`src/rtl/agc_pkg.sv`:
```
`timescale 1ns/1ps
// agc_pkg: shared widths and gain-code helpers for the frame AGC.
// Assumes the gain code is sign-magnitude with the direction in its MSB.
package agc_pkg;

    localparam int unsigned SAMPLE_W = 16;  // I/Q lane width
    localparam int unsigned CODE_W   = 4;   // shift code width
    localparam int unsigned STEP_W   = 4;   // attack/decay/holdoff width
    localparam int unsigned STAT_W   = 8;   // peak/target/count width
    localparam int unsigned LANES    = 2;   // I and Q

    // Map a signed gain (already clamped) to the sign-magnitude code.
    function automatic logic [CODE_W-1:0] gain_to_code(input logic signed [CODE_W-1:0] g);
        logic [CODE_W-1:0] mag;
        mag = g[CODE_W-1] ? CODE_W'(-g) : CODE_W'(g);
        return {g[CODE_W-1], mag[CODE_W-2:0]};
    endfunction

endpackage

```
`src/rtl/agc_shifter.sv`:
```
`timescale 1ns/1ps
// agc_shifter: applies the power-of-two gain code to each lane, saturates
// to the signed lane range and registers the result (one cycle latency).
// Assumes the code is stable while a sample is presented.  Also reports,
// combinationally, whether the presented pair clips on any lane.
module agc_shifter
    import agc_pkg::*;
#(
    parameter int unsigned DATA_W = SAMPLE_W,
    parameter int unsigned CW     = CODE_W,
    parameter int unsigned NLANE  = LANES
) (
    input  logic                          clk,
    input  logic                          rst_n,
    input  logic                          in_valid,
    input  logic [NLANE-1:0][DATA_W-1:0]  in_lane,
    input  logic [CW-1:0]                 code,
    output logic                          out_valid,
    output logic [NLANE-1:0][DATA_W-1:0]  out_lane,
    output logic                          pair_clip
);

    localparam int unsigned AMT_W  = CW - 1;
    localparam int unsigned MAXAMT = (1 << AMT_W) - 1;
    localparam int unsigned EXT_W  = DATA_W + MAXAMT + 1;
    localparam logic signed [EXT_W-1:0] POS_LIM = EXT_W'((1 << (DATA_W-1)) - 1);
    localparam logic signed [EXT_W-1:0] NEG_LIM = -EXT_W'(1 << (DATA_W-1));

    logic              attenuate;
    logic [AMT_W-1:0]  amount;
    logic [NLANE-1:0]  lane_clip;
    logic [NLANE-1:0][DATA_W-1:0] lane_res;

    assign attenuate = code[CW-1];
    assign amount    = code[AMT_W-1:0];

    // One saturating shifter per lane.
    for (genvar ln = 0; ln < NLANE; ln++) begin : g_lane
        logic signed [EXT_W-1:0] ext;
        logic signed [EXT_W-1:0] shl;
        logic signed [DATA_W-1:0] shr;

        // Purpose: compute both shift directions and pick/saturate.
        always_comb begin
            ext = EXT_W'($signed(in_lane[ln]));
            shl = ext <<< amount;
            shr = $signed(in_lane[ln]) >>> amount;
            lane_clip[ln] = 1'b0;
            if (attenuate) begin
                lane_res[ln] = shr;
            end else if (shl > POS_LIM) begin
                lane_res[ln]  = POS_LIM[DATA_W-1:0];
                lane_clip[ln] = 1'b1;
            end else if (shl < NEG_LIM) begin
                lane_res[ln]  = NEG_LIM[DATA_W-1:0];
                lane_clip[ln] = 1'b1;
            end else begin
                lane_res[ln] = shl[DATA_W-1:0];
            end
        end
    end

    assign pair_clip = in_valid && (|lane_clip);

    // Purpose: register the shifted pair and its valid flag.
    always_ff @(posedge clk) begin
        if (!rst_n) begin
            out_valid <= 1'b0;
            out_lane  <= '0;
        end else begin
            out_valid <= in_valid;
            if (in_valid) begin
                out_lane <= lane_res;
            end
        end
    end

endmodule

```
`src/rtl/agc_frame_stats.sv`:
```
`timescale 1ns/1ps
// agc_frame_stats: accumulates the pre-gain peak magnitude and the count of
// clipped pairs over a frame, latches them at frame end and clears.
// Assumes a sample that arrives together with the frame end belongs to the
// closing frame.  Exposes the closing-frame values for the gain loop.
module agc_frame_stats
    import agc_pkg::*;
#(
    parameter int unsigned DATA_W = SAMPLE_W,
    parameter int unsigned SW     = STAT_W,
    parameter int unsigned NLANE  = LANES
) (
    input  logic                          clk,
    input  logic                          rst_n,
    input  logic                          in_valid,
    input  logic                          in_frame_end,
    input  logic [NLANE-1:0][DATA_W-1:0]  in_lane,
    input  logic                          pair_clip,
    output logic                          stat_valid,
    output logic [SW-1:0]                 stat_peak,
    output logic [SW-1:0]                 stat_sat,
    output logic [SW-1:0]                 close_peak,
    output logic                          close_clipped
);

    localparam int unsigned MAG_W   = DATA_W - 1;
    localparam logic [MAG_W-1:0] MAG_MAX = '1;
    localparam logic [SW-1:0]    CNT_MAX = '1;

    logic [NLANE-1:0][MAG_W-1:0] lane_mag;
    logic [MAG_W-1:0] pair_mag;
    logic [MAG_W-1:0] peak_acc, peak_next;
    logic [SW-1:0]    sat_acc, sat_next;

    // Per-lane magnitude with the most negative value folded to the maximum.
    for (genvar ln = 0; ln < NLANE; ln++) begin : g_mag
        logic [DATA_W-1:0] neg;
        assign neg = -in_lane[ln];
        // Purpose: absolute value without wrap.
        always_comb begin
            if (in_lane[ln] == {1'b1, {(DATA_W-1){1'b0}}}) begin
                lane_mag[ln] = MAG_MAX;
            end else if (in_lane[ln][DATA_W-1]) begin
                lane_mag[ln] = neg[MAG_W-1:0];
            end else begin
                lane_mag[ln] = in_lane[ln][MAG_W-1:0];
            end
        end
    end

    // Purpose: largest magnitude over all lanes of the presented pair.
    always_comb begin
        pair_mag = '0;
        for (int k = 0; k < NLANE; k++) begin
            if (lane_mag[k] > pair_mag) begin
                pair_mag = lane_mag[k];
            end
        end
    end

    // Purpose: fold the current sample into running peak and clip count.
    always_comb begin
        peak_next = peak_acc;
        sat_next  = sat_acc;
        if (in_valid && (pair_mag > peak_acc)) begin
            peak_next = pair_mag;
        end
        if (pair_clip && (sat_acc != CNT_MAX)) begin
            sat_next = sat_acc + 1'b1;
        end
    end

    assign close_peak    = peak_next[MAG_W-1 -: SW];
    assign close_clipped = (sat_next != '0);

    // Purpose: accumulate, and on frame end publish and restart.
    always_ff @(posedge clk) begin
        if (!rst_n) begin
            peak_acc   <= '0;
            sat_acc    <= '0;
            stat_valid <= 1'b0;
            stat_peak  <= '0;
            stat_sat   <= '0;
        end else if (in_frame_end) begin
            peak_acc   <= '0;
            sat_acc    <= '0;
            stat_valid <= 1'b1;
            stat_peak  <= close_peak;
            stat_sat   <= sat_next;
        end else begin
            peak_acc   <= peak_next;
            sat_acc    <= sat_next;
            stat_valid <= 1'b0;
        end
    end

endmodule

```
`src/rtl/agc_gain_ctrl.sv`:
```
`timescale 1ns/1ps
// agc_gain_ctrl: holds the signed gain and the holdoff counter and moves
// the gain at frame boundaries by the attack/decay/holdoff rules.
// Assumes configuration inputs are quasi-static.  An enable rise resets
// the loop and wins over a coincident frame end.
module agc_gain_ctrl
    import agc_pkg::*;
#(
    parameter int unsigned CW = CODE_W,
    parameter int unsigned PW = STEP_W,
    parameter int unsigned SW = STAT_W
) (
    input  logic          clk,
    input  logic          rst_n,
    input  logic          cfg_enable,
    input  logic [SW-1:0] cfg_target,
    input  logic [PW-1:0] cfg_attack,
    input  logic [PW-1:0] cfg_decay,
    input  logic [PW-1:0] cfg_holdoff,
    input  logic          frame_end,
    input  logic          frame_clipped,
    input  logic [SW-1:0] frame_peak,
    output logic [CW-1:0] gain_code
);

    localparam int unsigned SUM_W = ((CW > PW) ? CW : PW) + 2;
    localparam int          GMAX  = (1 << (CW - 1)) - 1;
    localparam logic signed [SUM_W-1:0] HI = SUM_W'(GMAX);
    localparam logic signed [SUM_W-1:0] LO = -SUM_W'(GMAX);

    logic signed [CW-1:0]    gain_q;
    logic [PW-1:0]           hold_q;
    logic                    en_q;
    logic signed [SUM_W-1:0] gain_ext, dn_raw, up_raw;
    logic signed [CW-1:0]    gain_dn, gain_up;
    logic                    enable_rise;

    // Purpose: form both stepped gains and clamp them to the legal range.
    always_comb begin
        gain_ext = SUM_W'(gain_q);
        dn_raw   = gain_ext - $signed({2'b00, cfg_attack});
        up_raw   = gain_ext + $signed({2'b00, cfg_decay});
        if (dn_raw < LO) gain_dn = CW'(LO);
        else             gain_dn = CW'(dn_raw);
        if (up_raw > HI) gain_up = CW'(HI);
        else             gain_up = CW'(up_raw);
    end

    assign enable_rise = cfg_enable && !en_q;

    // Purpose: loop state update on enable rise or frame boundary.
    always_ff @(posedge clk) begin
        if (!rst_n) begin
            gain_q <= '0;
            hold_q <= '0;
            en_q   <= 1'b0;
        end else begin
            en_q <= cfg_enable;
            if (enable_rise) begin
                gain_q <= '0;
                hold_q <= cfg_holdoff;
            end else if (cfg_enable && frame_end) begin
                if (frame_clipped) begin
                    gain_q <= gain_dn;
                    hold_q <= cfg_holdoff;
                end else if (frame_peak < cfg_target) begin
                    if (hold_q == '0) begin
                        gain_q <= gain_up;
                    end else begin
                        hold_q <= hold_q - 1'b1;
                    end
                end else begin
                    hold_q <= cfg_holdoff;
                end
            end
        end
    end

    assign gain_code = gain_to_code(gain_q);

endmodule

```
`src/rtl/iq_agc.sv`:
```
`timescale 1ns/1ps
// iq_agc: frame-based digital AGC for a streamed I/Q pair.  Wires the
// saturating shifter, the per-frame statistics and the gain loop.
// Assumes frame ends are single-cycle strobes.
module iq_agc
    import agc_pkg::*;
(
    input  logic                 clk,
    input  logic                 rst_n,
    input  logic                 in_valid,
    input  logic                 in_frame_end,
    input  logic [SAMPLE_W-1:0]  in_i,
    input  logic [SAMPLE_W-1:0]  in_q,
    input  logic                 cfg_enable,
    input  logic [STAT_W-1:0]    cfg_target,
    input  logic [STEP_W-1:0]    cfg_attack,
    input  logic [STEP_W-1:0]    cfg_decay,
    input  logic [STEP_W-1:0]    cfg_holdoff,
    output logic                 out_valid,
    output logic [SAMPLE_W-1:0]  out_i,
    output logic [SAMPLE_W-1:0]  out_q,
    output logic [CODE_W-1:0]    gain_code,
    output logic                 stat_valid,
    output logic [STAT_W-1:0]    stat_peak,
    output logic [STAT_W-1:0]    stat_sat
);

    logic [LANES-1:0][SAMPLE_W-1:0] lane_in, lane_out;
    logic                pair_clip;
    logic [STAT_W-1:0]   close_peak;
    logic                close_clipped;

    assign lane_in[0] = in_i;
    assign lane_in[1] = in_q;
    assign out_i      = lane_out[0];
    assign out_q      = lane_out[1];

    agc_shifter #(.DATA_W(SAMPLE_W), .CW(CODE_W), .NLANE(LANES)) u_shift (
        .clk       (clk),
        .rst_n     (rst_n),
        .in_valid  (in_valid),
        .in_lane   (lane_in),
        .code      (gain_code),
        .out_valid (out_valid),
        .out_lane  (lane_out),
        .pair_clip (pair_clip)
    );

    agc_frame_stats #(.DATA_W(SAMPLE_W), .SW(STAT_W), .NLANE(LANES)) u_stats (
        .clk           (clk),
        .rst_n         (rst_n),
        .in_valid      (in_valid),
        .in_frame_end  (in_frame_end),
        .in_lane       (lane_in),
        .pair_clip     (pair_clip),
        .stat_valid    (stat_valid),
        .stat_peak     (stat_peak),
        .stat_sat      (stat_sat),
        .close_peak    (close_peak),
        .close_clipped (close_clipped)
    );

    agc_gain_ctrl #(.CW(CODE_W), .PW(STEP_W), .SW(STAT_W)) u_loop (
        .clk           (clk),
        .rst_n         (rst_n),
        .cfg_enable    (cfg_enable),
        .cfg_target    (cfg_target),
        .cfg_attack    (cfg_attack),
        .cfg_decay     (cfg_decay),
        .cfg_holdoff   (cfg_holdoff),
        .frame_end     (in_frame_end),
        .frame_clipped (close_clipped),
        .frame_peak    (close_peak),
        .gain_code     (gain_code)
    );

endmodule

```
`config.mk`:
```
export PLATFORM = sky130hd
export DESIGN_NAME = iq_agc
export DESIGN_NICKNAME = d
export VERILOG_FILES = /design/src/rtl/agc_pkg.sv /design/src/rtl/agc_shifter.sv /design/src/rtl/agc_frame_stats.sv /design/src/rtl/agc_gain_ctrl.sv /design/src/rtl/iq_agc.sv
export SDC_FILE = /design/constraint.sdc
export NUM_CORES = 1
export LEC_CHECK = 0
export CAP_MARGIN = 20
export CORE_MARGIN = 3
export CORE_UTILIZATION = 29
export DETAILED_ROUTE_END_ITERATION = 7
export HOLD_SLACK_MARGIN = 0.02
export PLACE_DENSITY = 0.52
export RECOVER_POWER = 50
export SETUP_SLACK_MARGIN = 0.3
export SLEW_MARGIN = 10
export SYNTH_ARGS = -nofsm -noshare
export SYNTH_HDL_FRONTEND = slang
export SYNTH_SLANG_ARGS = --single-unit
```
`constraint.sdc`:
```
create_clock -name clk -period 9.57 [get_ports clk]
set_clock_uncertainty 0.05 [all_clocks]
set_input_delay 0.957 -clock clk [delete_from_list [all_inputs] [get_ports clk]]
set_output_delay 0.957 -clock clk [all_outputs]
set_load 0.02 [all_outputs]
```
# Word level (Yosys, flattened, before mapping)

Cells that the tools add are included.

Bits in registers: 82
Bits of input ports: 57
Output and inout bits: 54
Word-level logic and storage cells: 86

Add/subtract/negate cells: 7
Order comparisons: 10
Equal/unequal tests: 4
Shifts and indexed selects: 4
Multiplexer cells: 32
Bitwise logic cells: 1
Reduce and logical (&&, ||, !) cells: 16

Operators by type and width:

| kind                 | number |
|---|---|
| $mux 15              | 7 |
| $mux 16              | 6 |
| $gt 24x16->1 const B | 2 |
| $lt 24x16->1 const B | 2 |
| $sshl 16x3->24       | 2 |
| $mux 4               | 10 |
| $eq 16x16->1 const B | 2 |
| $sshr 16x3->16       | 2 |
| $gt 15x15->1         | 2 |
| $neg 15->15          | 2 |
| $gt 15x1->1 const B  | 1 |
| $add 8x1->8 const B  | 1 |
| $lt 8x8->1           | 1 |
| $mux 8               | 1 |
| $ne 8x8->1 const B   | 1 |
| $reduce_bool 8->1    | 1 |
| $mux 1               | 7 |
| $add 4x5->6          | 1 |
| $gt 6x4->1 const B   | 1 |
| $lt 6x4->1 const B   | 1 |
| $reduce_bool 2->1    | 3 |
| $reduce_or 2->1      | 3 |
| $sub 4x5->6          | 1 |
| $logic_and 1x1->1    | 5 |
| other kinds (9)      | 9 |

# Longest topological paths before layout

Gate-level depths: netlist (run 1).

Depth in word-level cells: 15
Gate-level depth with buffers: 40

# Hierarchy

A second synthesis (run 1) with hierarchy kept.

Cells, all modules: 1026
Area total of the unflattened synthesis: 8244.2 um^2

Modules (own cells, without submodules):

| module          | instances | cells each | area each (um^2) | seq. area each (um^2) |
|---|---|---|---|---|
| agc_shifter     | 1         | 440        | 3554.7           | 660.6 |
| agc_frame_stats | 1         | 427        | 3432.0           | 800.8 |
| agc_gain_ctrl   | 1         | 159        | 1257.5           | 180.2 |

# Worst setup path before layout (run 1)

OpenSTA, ideal clock, no wires.

Kind: input -> register
Start point: in in_i[2]
End point: reg u_loop.hold_q[1]
Data arrival time: 9.072 ns
Setup slack: 0.353 ns
Stages: 38
Buffers on the path: 4
Cells stage by stage: clkbuf_1 > nor4_1 > nor3b_1 > nand2_1 > or4_1 > nor3b_1 > clkbuf_1 > nor2_1 > ha_1 > a21o_1 > a221o_1 > o21ai_0 > nand3_1 > nand2_1 > clkbuf_1 > nor2_1 > a21oi_1 > ha_1 > [... 2 more ...] > o21a_1 > o21ai_0 > a221oi_1 > o221ai_1 > clkbuf_1 > nand2_1 > o21ai_0 > inv_1 > ha_1 > nand4_1 > o21ai_0 > nor2_1 > nand2_1 > or2_2 > o21a_1 > o311ai_1 > a21oi_1 > a221oi_1

Word-level cells in the longest chain between the ends: 15
Elaborated cells on any way between the ends: 29

Ends and longest elaborated chain:

| what                          | line                  | RTL |
|---|---|---|
| start, declared               | iq_agc.sv:12          | `input logic [SAMPLE_W-1:0] in_i,` |
| $neg 15->15                   | agc_frame_stats.sv:38 | `assign neg = -in_lane[ln];` |
| $mux 15                       | agc_frame_stats.sv:43 | `end else if (in_lane[ln][DATA_W-1]) begin` |
| $mux 15 (*)                   | agc_frame_stats.sv:41 | `if (in_lane[ln] == {1'b1, {(DATA_W-1){1'b0}}}) begin` |
| $gt 15x1->1                   | agc_frame_stats.sv:55 | `if (lane_mag[k] > pair_mag) begin` |
| $mux 15 (*)                   | agc_frame_stats.sv:55 |  |
| $gt 15x15->1                  | agc_frame_stats.sv:55 |  |
| $mux 15 (*)                   | agc_frame_stats.sv:55 |  |
| named net u_stats.pair_mag[1] | agc_frame_stats.sv:31 | `logic [MAG_W-1:0] pair_mag;` |
| $gt 15x15->1 (*)              | agc_frame_stats.sv:65 | `if (in_valid && (pair_mag > peak_acc)) begin` |
| $logic_and 1x1->1 (*)         | agc_frame_stats.sv:65 |  |
| $mux 15 (*)                   | agc_frame_stats.sv:65 |  |
| named net close_peak[7]       | iq_agc.sv:30          | `logic [STAT_W-1:0] close_peak;` |
| $lt 8x8->1 (*)                | agc_gain_ctrl.sv:66   | `end else if (frame_peak < cfg_target) begin` |
| $mux 4                        | agc_gain_ctrl.sv:66   |  |
| $mux 4                        | agc_gain_ctrl.sv:63   | `if (frame_clipped) begin` |
| $mux 4                        | agc_gain_ctrl.sv:62   | `end else if (cfg_enable && frame_end) begin` |
| $mux 4                        | agc_gain_ctrl.sv:59   | `if (enable_rise) begin` |
| end signal, assigned          | agc_gain_ctrl.sv:61   | `hold_q <= cfg_holdoff;` |
| end signal, assigned          | agc_gain_ctrl.sv:65   | `hold_q <= cfg_holdoff;` |
| end signal, assigned          | agc_gain_ctrl.sv:70   | `hold_q <= hold_q - 1'b1;` |
| end, declared                 | agc_gain_ctrl.sv:32   | `logic [PW-1:0] hold_q;` |

Mark *: on every way through the listed nets, which the timed path passes. The rest lies on a longest branch. The select of a mux whose other input is x is not followed.
A chain may end at the register's enable or synchronous reset.

# Final worst setup path (run 1)

Start point: in in_i[5]
End point: reg u_loop.gain_q[3]

Word-level cells in the longest chain between the ends: 13
Elaborated cells on any way between the ends: 27

Ends and longest elaborated chain:

| what                                   | line                  | RTL |
|---|---|---|
| $neg 15->15                            | agc_frame_stats.sv:38 |  |
| $mux 15                                | agc_frame_stats.sv:43 |  |
| $mux 15 (*)                            | agc_frame_stats.sv:41 |  |
| $gt 15x1->1                            | agc_frame_stats.sv:55 |  |
| $mux 15 (*)                            | agc_frame_stats.sv:55 |  |
| $gt 15x15->1                           | agc_frame_stats.sv:55 |  |
| $mux 15 (*)                            | agc_frame_stats.sv:55 |  |
| $gt 15x15->1                           | agc_frame_stats.sv:65 |  |
| $logic_and 1x1->1                      | agc_frame_stats.sv:65 |  |
| $mux 15 (*)                            | agc_frame_stats.sv:65 |  |
| named net close_peak[1]                | iq_agc.sv:30          |  |
| $lt 8x8->1 (*)                         | agc_gain_ctrl.sv:66   |  |
| $reduce_bool 2->1 (no source line) (*) | -                     |  |
| $reduce_and 3->1 (no source line) (*)  | -                     |  |
| end signal, assigned                   | agc_gain_ctrl.sv:64   | `gain_q <= gain_dn;` |
| end signal, assigned                   | agc_gain_ctrl.sv:68   | `gain_q <= gain_up;` |
| end, declared                          | agc_gain_ctrl.sv:31   | `logic signed [CW-1:0] gain_q;` |

Mark *: on every way through the listed nets, which the timed path passes. The rest lies on a longest branch.

==> metrics.log, run 1 <==
INFO  metric final_hold_viol_count = 0
INFO  metric yosysMostFrequentCell = sky130_fd_sc_hd__nor2_1
INFO  metric top_level_ports = 111
INFO  metric power.share.combinational = 45.8%
INFO  metric tritoncts = done
INFO  metric drt_iter0_drc = 510
INFO  metric area.growth.synth_to_final = 23.3%
INFO  metric final_layout_size_suffix_gt1_share = 8.37%
INFO  metric drt.antenna.violating_nets = 0
INFO  metric core_outline_area = 27,100 um2
INFO  metric flip_flop_and_latch_count_after_synthesis = 82
INFO  metric remaining_drc_errors = 0
INFO  metric fin_util = 36.6%
INFO  metric initial_utilization = 29.7%
INFO  metric gpl.final_weighted_congestion = 0.879
INFO  metric worst_slew_pin_slew = 3.24 ns
INFO  metric worstPathMaxFanout = 6
INFO  metric netlist.top_cell.by_area = sky130_fd_sc_hd__dfxtp_1
INFO  metric post-route-min-period = 8.83 ns
INFO  metric layout.filler_cells = 2,924
INFO  metric most_area_consuming_cells_after_synthesis = sky130_fd_sc_hd__dfxtp_1 20%, sky130_fd_sc_hd__mux2i_1 10%, sky130_fd_sc_hd__ha_1 8.1%
INFO  metric timing.final.max_slew_violations = 183
INFO  metric yosysUniqueCellTypes = 74
INFO  metric cts-hold-fix-buffers = 0
INFO  metric critical-path-max-stage-delay = 0.54 ns
INFO  metric clock_network_fraction_of_design_power = 25.5%
INFO  metric worstPathArrival = 9.06 ns
INFO  metric cts_root_buf = sky130_fd_sc_hd__clkbuf_16
INFO  metric r2r_setup_slack = 0.98 ns
INFO  metric clk_lat_worst_skew = 0.36 ns
INFO  metric cp_num_buf_inv = 6
INFO  metric setup_viol_count_final = 0
INFO  metric worstSetupPathType = in -> reg
INFO  metric timing.critical_path.to_type = flip-flop
INFO  metric all_layer_global_routing_usage = 18.0%
INFO  metric critPathLaunchType = primary input
INFO  metric syn-mean-instance-area = 7.23 um2
INFO  metric via_count = 8,168
INFO  metric failed_checks = max-capacitance violations, max-slew violations
INFO  metric route.detailed.wl_per_inst = 17.2 um
INFO  metric htree_num_levels = 3
INFO  metric path_clk_slew = 0.07 ns
INFO  metric clock.fmax = 0.113 GHz
INFO  metric antenna_found_initial = 1
INFO  metric hold-path-endpoint = u_stats.stat_peak[4]$_SDFFE_PN0P_
INFO  metric synthCells = 1,112
INFO  metric numPortBuffers = 110
INFO  metric hold_slack = 0.398 ns
INFO  metric crit_family = simple AND/OR/NAND/NOR gates
INFO  metric cts_buffers = 9
INFO  metric reg2reg_to = u_loop.hold_q[1]$_SDFFE_PN0P_
INFO  metric worst_slew_margin_rel = -116%
INFO  metric outcome = finished with violations
INFO  metric maxCapViolations = 4
INFO  metric grt_setup_unrepaired = no
INFO  metric slowest_stage = sky130_fd_sc_hd__or4_1
INFO  metric worstReg2RegStart = u_loop.gain_q[3]$_SDFFE_PP0P_
INFO  metric synth_common_cells = 144 x sky130_fd_sc_hd__nor2_1, 115 x sky130_fd_sc_hd__nand2_1, 93 x sky130_fd_sc_hd__a21oi_1
INFO  metric dp_worst_setup_slack = -0.145 ns
INFO  metric power_frac_seq = 28.7%
INFO  metric synth-seq-area-share = 20.4%
INFO  metric synth_enable_flop_cells = 0
INFO  metric placementRows = 60
INFO  metric die_width = 172 um
INFO  metric grt_start_max_net_pins = 60
INFO  metric die-area = 29,700 um2
INFO  metric synth_largest_type_area_fraction = 20.4%
INFO  metric drt-total-wl = 26,900 um
INFO  metric vias_per_cell = 5.21
INFO  metric power.switching = 0.528 mW
INFO  metric global_route.overflow_total = 0
INFO  metric sw_frac_of_total = 39.6%
INFO  metric class_of_the_worst_hold_path = reg -> reg
INFO  metric dp_hpwl = 20,500 um
INFO  metric die_height = 172 um
INFO  metric mapped_area = 8040 um2
INFO  metric synth_top_flop_cell = sky130_fd_sc_hd__dfxtp_1
INFO  metric grt_pass1_wl = 42,600 um
INFO  metric vdd_drop_max = 80.7 uV
INFO  metric timing.hold.worst_path_depth = 2
INFO  metric yosys_warning_count = 0
INFO  metric clock-sinks = 82
INFO  metric multiInputGateArea = 5920 um2
INFO  metric finalWorstSetupSlack = 0.741 ns
INFO  metric drt-pass1-iter-count = 5
INFO  metric ff2ff_path_depth = 12
INFO  metric cts_buffer_depth = 2
INFO  metric power.leakage = 4.29 nW
INFO  metric intPower = 0.807 mW
INFO  metric synthesis.nets = 1,223
INFO  metric worst_hold_startpoint = u_stats.stat_peak[4]$_SDFFE_PN0P_
INFO  metric via_count_of_the_first_global_routing_pass = 7,924
INFO  metric worst-endpoint-required = 9.80 ns
INFO  metric final_nets = 1,301
INFO  metric min_period_over_period = 92.3%
INFO  metric synth_async_sr_flop_share = 0%
INFO  metric register_area = 1640 um2
INFO  metric p_per_area = 135 nW/um2
-- worst register-to-register path, cell delays in order, from the launching register on --
cell	delay [ns]
sky130_fd_sc_hd__dfxtp_1	0.33
sky130_fd_sc_hd__clkbuf_1	1.55
sky130_fd_sc_hd__mux2i_1	1.85
sky130_fd_sc_hd__inv_2	0.85
sky130_fd_sc_hd__mux4_2	0.74
sky130_fd_sc_hd__a221oi_1	0.59
sky130_fd_sc_hd__nor2_2	0.31
sky130_fd_sc_hd__o41ai_4	0.66
sky130_fd_sc_hd__mux2i_1	0.29
sky130_fd_sc_hd__nand4_2	0.33
sky130_fd_sc_hd__nor3b_2	0.52
sky130_fd_sc_hd__a21oi_1	0.14
sky130_fd_sc_hd__a221oi_1	0.26
-- routing by layer --
metal	up-vias	track usage, %	wire, um
li1	4112	-	-
met1	3867	24.8	12900
met5	-	0	13
met2	158	29.4	12600
met4	2	5.00	468
met3	29	2.45	981
-- registers in the layout, indices dropped and copies added (netlist names) --
register,cells
u_loop.en_q,1
u_loop.gain_q,4
u_loop.hold_q,4
u_shift.out_lane,32
u_shift.out_valid,1
u_stats.peak_acc,15
u_stats.sat_acc,8
u_stats.stat_peak,8
u_stats.stat_sat,8
u_stats.stat_valid,1
-- layout by cell type, fill, tap and decap left out, drive strengths merged, types with 9 or more instances in the layout --
cell	count
or3	11
dlygate4sd3	52
a21oi	94
nand2	115
clkbuf	13
xor2	20
nor2b	11
nand3	16
mux2i	84
xnor2	16
inv	59
dfxtp	82
nor3	19
buf	37
o211ai	9
a211oi	28
clkdlybuf4s50	55
nand2b	29
ha	52
nor2	146
o31ai	9
o21ai	94
a21o	16
-- worst max path at each step --
stage,from,endpoint,slack [ns],cells past startpoint
after global placement,in_q[5],u_loop.gain_q[3]$_SDFFE_PP0P_,-0.007,36
after CTS,in_i[3],u_loop.gain_q[3]$_SDFFE_PP0P_,0.33,39
after detailed placement,in_q[5],u_loop.gain_q[3]$_SDFFE_PP0P_,-0.15,37
after global routing,u_loop.gain_q[3]$_SDFFE_PP0P_,u_loop.hold_q[1]$_SDFFE_PN0P_,0.17,12
final,in_i[5],u_loop.gain_q[3]$_SDFFE_PP0P_,0.74,36
after floorplan,in_i[2],u_loop.hold_q[1]$_SDFFE_PN0P_,0.35,38
-- cell type report --
class,count,share of cell area [%]
Clock buffer,10,2.41
Inverter,58,2.20
Sequential cell,82,16.6
Tap cell,372,4.69
Timing Repair Buffer,149,14.0
Multi-Input combinational cell,890,59.7
Antenna cell,1,0.0252
Clock inverter,6,0.404
-- power groups by stage --
stage	logic, mW	clock network (mW)	registers, mW
after global routing	0.682	0.367	0.386
final	0.611	0.341	0.383
after CTS	0.601	0.353	0.384
after global placement	0.594	0	0.391
after floorplan	0.382	0	0.410
after detailed placement	0.595	0	0.392
-- logic make-up (layout without fill, tap and decap cells) --
logic type,after synthesis,after routing,share of synthesized area [%]
flip-flops,82,82,20.4
multiplexers,98,98,13.4
other,0,1,0
AO/OA/AOI/OAI,313,313,24.6
adder cells (fa/ha/maj),54,54,8.59
AND/OR/NAND/NOR,388,389,22.0
XOR/XNOR,36,36,3.92
buffers and inverters,141,223,7.08
-- per-stage QoR --
stage	total power, mW	area (um2)	setup TNS (ns)	instances
final	1.33	9910	0	1568
after global routing	1.43	9910	0	1567
after CTS	1.34	9830	0	1564
after detailed placement	0.987	9540	-0.450	1546
after global placement	0.985	9540	-0.00674	1546
after floorplan	0.792	8040	0	1112
-- repair_timing --
action	4_1_cts	5_1_grt
pin swaps	1	5
gates cloned	0	1
buffers inserted	2	2
setup endpoints to repair	3	8
gates resized for setup	0	26
No activity file was read; power rests on OpenSTA's default activity.
==> run 2: changes to the inputs <==
--- a/config.mk
+++ b/config.mk
@@ -5,7 +5,7 @@
 export SDC_FILE = /design/constraint.sdc
 export NUM_CORES = 1
 export LEC_CHECK = 0
-export CAP_MARGIN = 20
+export CAP_MARGIN = 10
 export CORE_MARGIN = 3
 export CORE_UTILIZATION = 29
 export DETAILED_ROUTE_END_ITERATION = 7
==> results of run 2 <==
Final layout, timing and power as in run 1 (identical DEF).
==> run 3: changes to the inputs <==
--- a/config.mk
+++ b/config.mk
@@ -7,10 +7,10 @@
 export LEC_CHECK = 0
 export CAP_MARGIN = 10
 export CORE_MARGIN = 3
-export CORE_UTILIZATION = 29
+export CORE_UTILIZATION = 51
 export DETAILED_ROUTE_END_ITERATION = 7
 export HOLD_SLACK_MARGIN = 0.02
-export PLACE_DENSITY = 0.52
+export PLACE_DENSITY = 0.81
 export RECOVER_POWER = 50
 export SETUP_SLACK_MARGIN = 0.3
 export SLEW_MARGIN = 10
==> run 3 against run 2 <==
Net effect:
- the flow still finishes with violations (max-capacitance violations, max-slew violations)
- sequential power barely moved
- critical path depth rose by 2
- cell count down 10%
- global-route usage rose by 8.9 points
- sequential cell count did not move
- sequential share of layout area is 0.41 points higher
- core utilization is 27 points higher
- die area shrank 42%
- clock-buffer cell count is the same
- critical path type unchanged
- largest cell class unchanged
==> metrics.log, run 3 (synthesis results as in run 1) <==
INFO  metric route.detailed.wl_per_inst = 17.2 um (about the same)
INFO  metric cts_buffers = 9 (unchanged)
INFO  metric global_route.usage.met1 = 38.9% (was 24.8%)
INFO  metric antenna_found_initial = 0 (was 1)
INFO  metric drt-pass1-iter-count = 6 (was 5)
INFO  metric setup_viol_count_final = 0 (unchanged)
INFO  metric timing.final.max_slew_violations = 149 (was 183)
INFO  metric critPathLaunchType = primary input (unchanged)
INFO  metric power.switching = 0.522 mW (was 0.528 mW)
INFO  metric worstPathMaxFanout = 14 (was 6)
INFO  metric failed_checks = max-capacitance violations, max-slew violations (unchanged)
INFO  metric die_height = 132 um (was 172 um)
INFO  metric clk_lat_worst_skew = 0.36 ns (about the same)
INFO  metric grt.met2_usage = 40.3% (was 29.4%)
INFO  metric worst_slew_pin_slew = 3.06 ns (was 3.24 ns)
INFO  metric power.share.combinational = 44.9% (was 45.8%)
INFO  metric grt.busiest_layer = met2 (unchanged)
INFO  metric layout_top_registers = u_shift.out_lane x32, u_stats.peak_acc x15 (unchanged)
INFO  metric final_layout_size_suffix_gt1_share = 7.63% (was 8.37%)
INFO  metric via_count_of_the_first_global_routing_pass = 7,643 (was 7,924)
INFO  metric intPower = 0.829 mW (was 0.807 mW)
INFO  metric via_count = 8,437 (was 8,168)
INFO  metric grt_pass1_wl = 38,800 um (was 42,600 um)
INFO  metric slowest_stage = sky130_fd_sc_hd__or4_1 (unchanged)
INFO  metric power.leakage = 4.25 nW (was 4.29 nW)
INFO  metric class_of_the_worst_hold_path = reg -> reg (unchanged)
INFO  metric layout_common_cells = 145 x sky130_fd_sc_hd__nor2_1, 114 x sky130_fd_sc_hd__nand2_1, 93 x sky130_fd_sc_hd__a21oi_1, 90 x sky130_fd_sc_hd__o21ai_0, 82 x sky130_fd_sc_hd__mux2i_1 (was 143 x sky130_fd_sc_hd__nor2_1, 114 x sky130_fd_sc_hd__nand2_1, 90 x sky130_fd_sc_hd__a21oi_1, 87 x sky130_fd_sc_hd__o21ai_0, 82 x sky130_fd_sc_hd__mux2i_1)
INFO  metric numPortBuffers = 110 (unchanged)
INFO  metric final_hold_viol_count = 0 (unchanged)
INFO  metric drt.antenna.violating_nets = 0 (unchanged)
INFO  metric post-route-min-period = 8.77 ns (was 8.83 ns)
INFO  metric remaining_drc_errors = 0 (unchanged)
INFO  metric final_nets = 1,299 (was 1,301)
INFO  metric min_period_over_period = 91.6% (was 92.3%)
INFO  metric finalWorstSetupSlack = 0.800 ns (was 0.741 ns)
INFO  metric worstSetupPathType = in -> reg (unchanged)
INFO  metric timing.critical_path.to_type = flip-flop (unchanged)
INFO  metric clock.fmax = 0.114 GHz (was 0.113 GHz)
INFO  metric grt_setup_unrepaired = no (unchanged)
INFO  metric antenna-diode-count = 0 (was 1)
INFO  metric initial_utilization = 52.5% (was 29.7%)
INFO  metric path_clk_slew = 0.06 ns (was 0.07 ns)
INFO  metric global_route.overflow_total = 0 (unchanged)
INFO  metric p_per_area = 140 nW/um2 (was 135 nW/um2)
INFO  metric cts_root_buf = sky130_fd_sc_hd__clkbuf_16 (unchanged)
INFO  metric clock-sinks = 82 (unchanged)
INFO  metric clock_network_fraction_of_design_power = 26.7% (was 25.5%)
INFO  metric dp_hpwl = 17,900 um (was 20,500 um)
INFO  metric cts-hold-fix-buffers = 0 (unchanged)
INFO  metric crit_top_cell = sky130_fd_sc_hd__a21oi_1
INFO  metric critical-path-max-stage-delay = 0.55 ns (was 0.54 ns)
INFO  metric drt-total-wl = 24,200 um (was 26,900 um)
INFO  metric maxCapViolations = 3 (was 4)
INFO  metric power_frac_seq = 28.4% (was 28.7%)
INFO  metric worst-endpoint-required = 9.80 ns (about the same)
INFO  metric all_layer_global_routing_usage = 26.8% (was 18.0%)
INFO  metric outcome = finished with violations (unchanged)
INFO  metric dp_worst_setup_slack = -0.0548 ns (was -0.145 ns)
INFO  metric vias_per_cell = 6.01 (was 5.21)
INFO  metric dp_cells = 1,383 (was 1,546)
INFO  metric area.growth.synth_to_final = 20.4% (was 23.3%)
INFO  metric gpl.final_weighted_congestion = 0.953 (was 0.879)
INFO  metric layout.filler_cells = 1,373 (was 2,924)
INFO  metric sw_frac_of_total = 38.7% (was 39.6%)
INFO  metric grt_start_max_net_pins = 81 (was 60)
INFO  metric worstPathArrival = 9.00 ns (was 9.06 ns)
INFO  metric final_common_cell = sky130_fd_sc_hd__nor2_1 (unchanged)
INFO  metric hold_slack = 0.401 ns (was 0.398 ns)
INFO  metric globalRouteMet3Util = 5.67% (was 2.45%)
INFO  metric finalPower = 1.35 mW (was 1.33 mW)
INFO  metric vdd_drop_max = 124 uV (was 80.7 uV)
INFO  metric top_level_ports = 111 (unchanged)
INFO  metric drt_iter0_drc = 1,008 (was 510)
INFO  metric max_ffs_per_register = 32 (unchanged)
INFO  metric placementRows = 45 (was 60)
INFO  metric htree_num_levels = 3 (unchanged)
INFO  metric die_width = 132 um (was 172 um)
INFO  metric final-instance-count-excl-fill = 1,404 (was 1,568)
INFO  metric largest_register = u_shift.out_lane (unchanged)
INFO  metric worst_slew_margin_rel = -104% (was -116%)
INFO  metric cts_buffer_depth = 2 (unchanged)
INFO  metric die-area = 17,300 um2 (was 29,700 um2)
INFO  metric tritoncts = done (unchanged)
INFO  metric core_outline_area = 15,300 um2 (was 27,100 um2)
## run 3: cell type report
cell class / count / area (um2) / share of cell area, %
inverters: 58 / 218 / 2.25
multi-input cells: 889 / 5880 / 60.8
well taps: 211 / 264 / 2.73
repair buffers: 148 / 1370 / 14.1
clock inverters: 6 / 73.8 / 0.763
flip-flops and latches: 82 / 1640 / 17.0
clock buffers: 10 / 229 / 2.37
## run 3: worst paths after layout
| check | start | end | slack (ns) | cells past startpoint |
|---|---|---|---|---|
| max | in_q[5] | u_loop.gain_q[3]$_SDFFE_PP0P_ | 0.80 | 38 |
| min | u_stats.stat_sat[1]$_SDFFE_PN0P_ | u_stats.stat_sat[1]$_SDFFE_PN0P_ | 0.40 | 2 |
| max reg2reg | u_loop.gain_q[3]$_SDFFE_PP0P_ | u_loop.hold_q[1]$_SDFFE_PN0P_ | 2.34 | 15 |
| min reg2reg | u_stats.stat_sat[1]$_SDFFE_PN0P_ | u_stats.stat_sat[1]$_SDFFE_PN0P_ | 0.40 | 2 |
## run 3: worst max-delay path, delay by kind of cell
kind                     cells  cell delay [ns]
AO/OA/AOI/OAI               15             2.48
adder cells (fa/ha/maj)      3             0.70
buffers and inverters        5             1.09
multiplexers                 1             0.28
AND/OR/NAND/NOR             14             3.48
## run 3: stage by stage
stage | TNS (ns) | utilization [%] | area, um2
4_1_cts | 0 | 62.9 | 9640
6_report | 0 | 63.2 | 9680
3_5_place_dp | -0.0953 | 60.9 | 9320
5_1_grt | 0 | 63.2 | 9680
2_1_floorplan | 0 | - | 8040
3_3_place_gp | 0 | 60.9 | 9320
## run 3: what timing repair did
item | in CTS | in global routing
buffers inserted | 2 | 3
pin swaps | 1 | 1
resized for setup | 0 | 12
setup endpoints to repair | 2 | 8
## run 3: per-layer routing
| layer | vias to the layer above | share of wire, % |
|---|---|---|
| met1 | 3900 | 46 |
| met4 | 0 | 2.0 |
| met5 | - | 0 |
| li1 | 4099 | - |
| met2 | 403 | 43 |
| met3 | 35 | 8.7 |
## run 3: power groups by stage
stage | Combinational [mW] | Sequential (mW) | Clock (mW)
floorplan | 0.382 | 0.410 | 0
global placement | 0.572 | 0.390 | 0
detailed placement | 0.584 | 0.391 | 0
CTS | 0.593 | 0.384 | 0.365
global route | 0.668 | 0.387 | 0.377
finish | 0.607 | 0.384 | 0.361
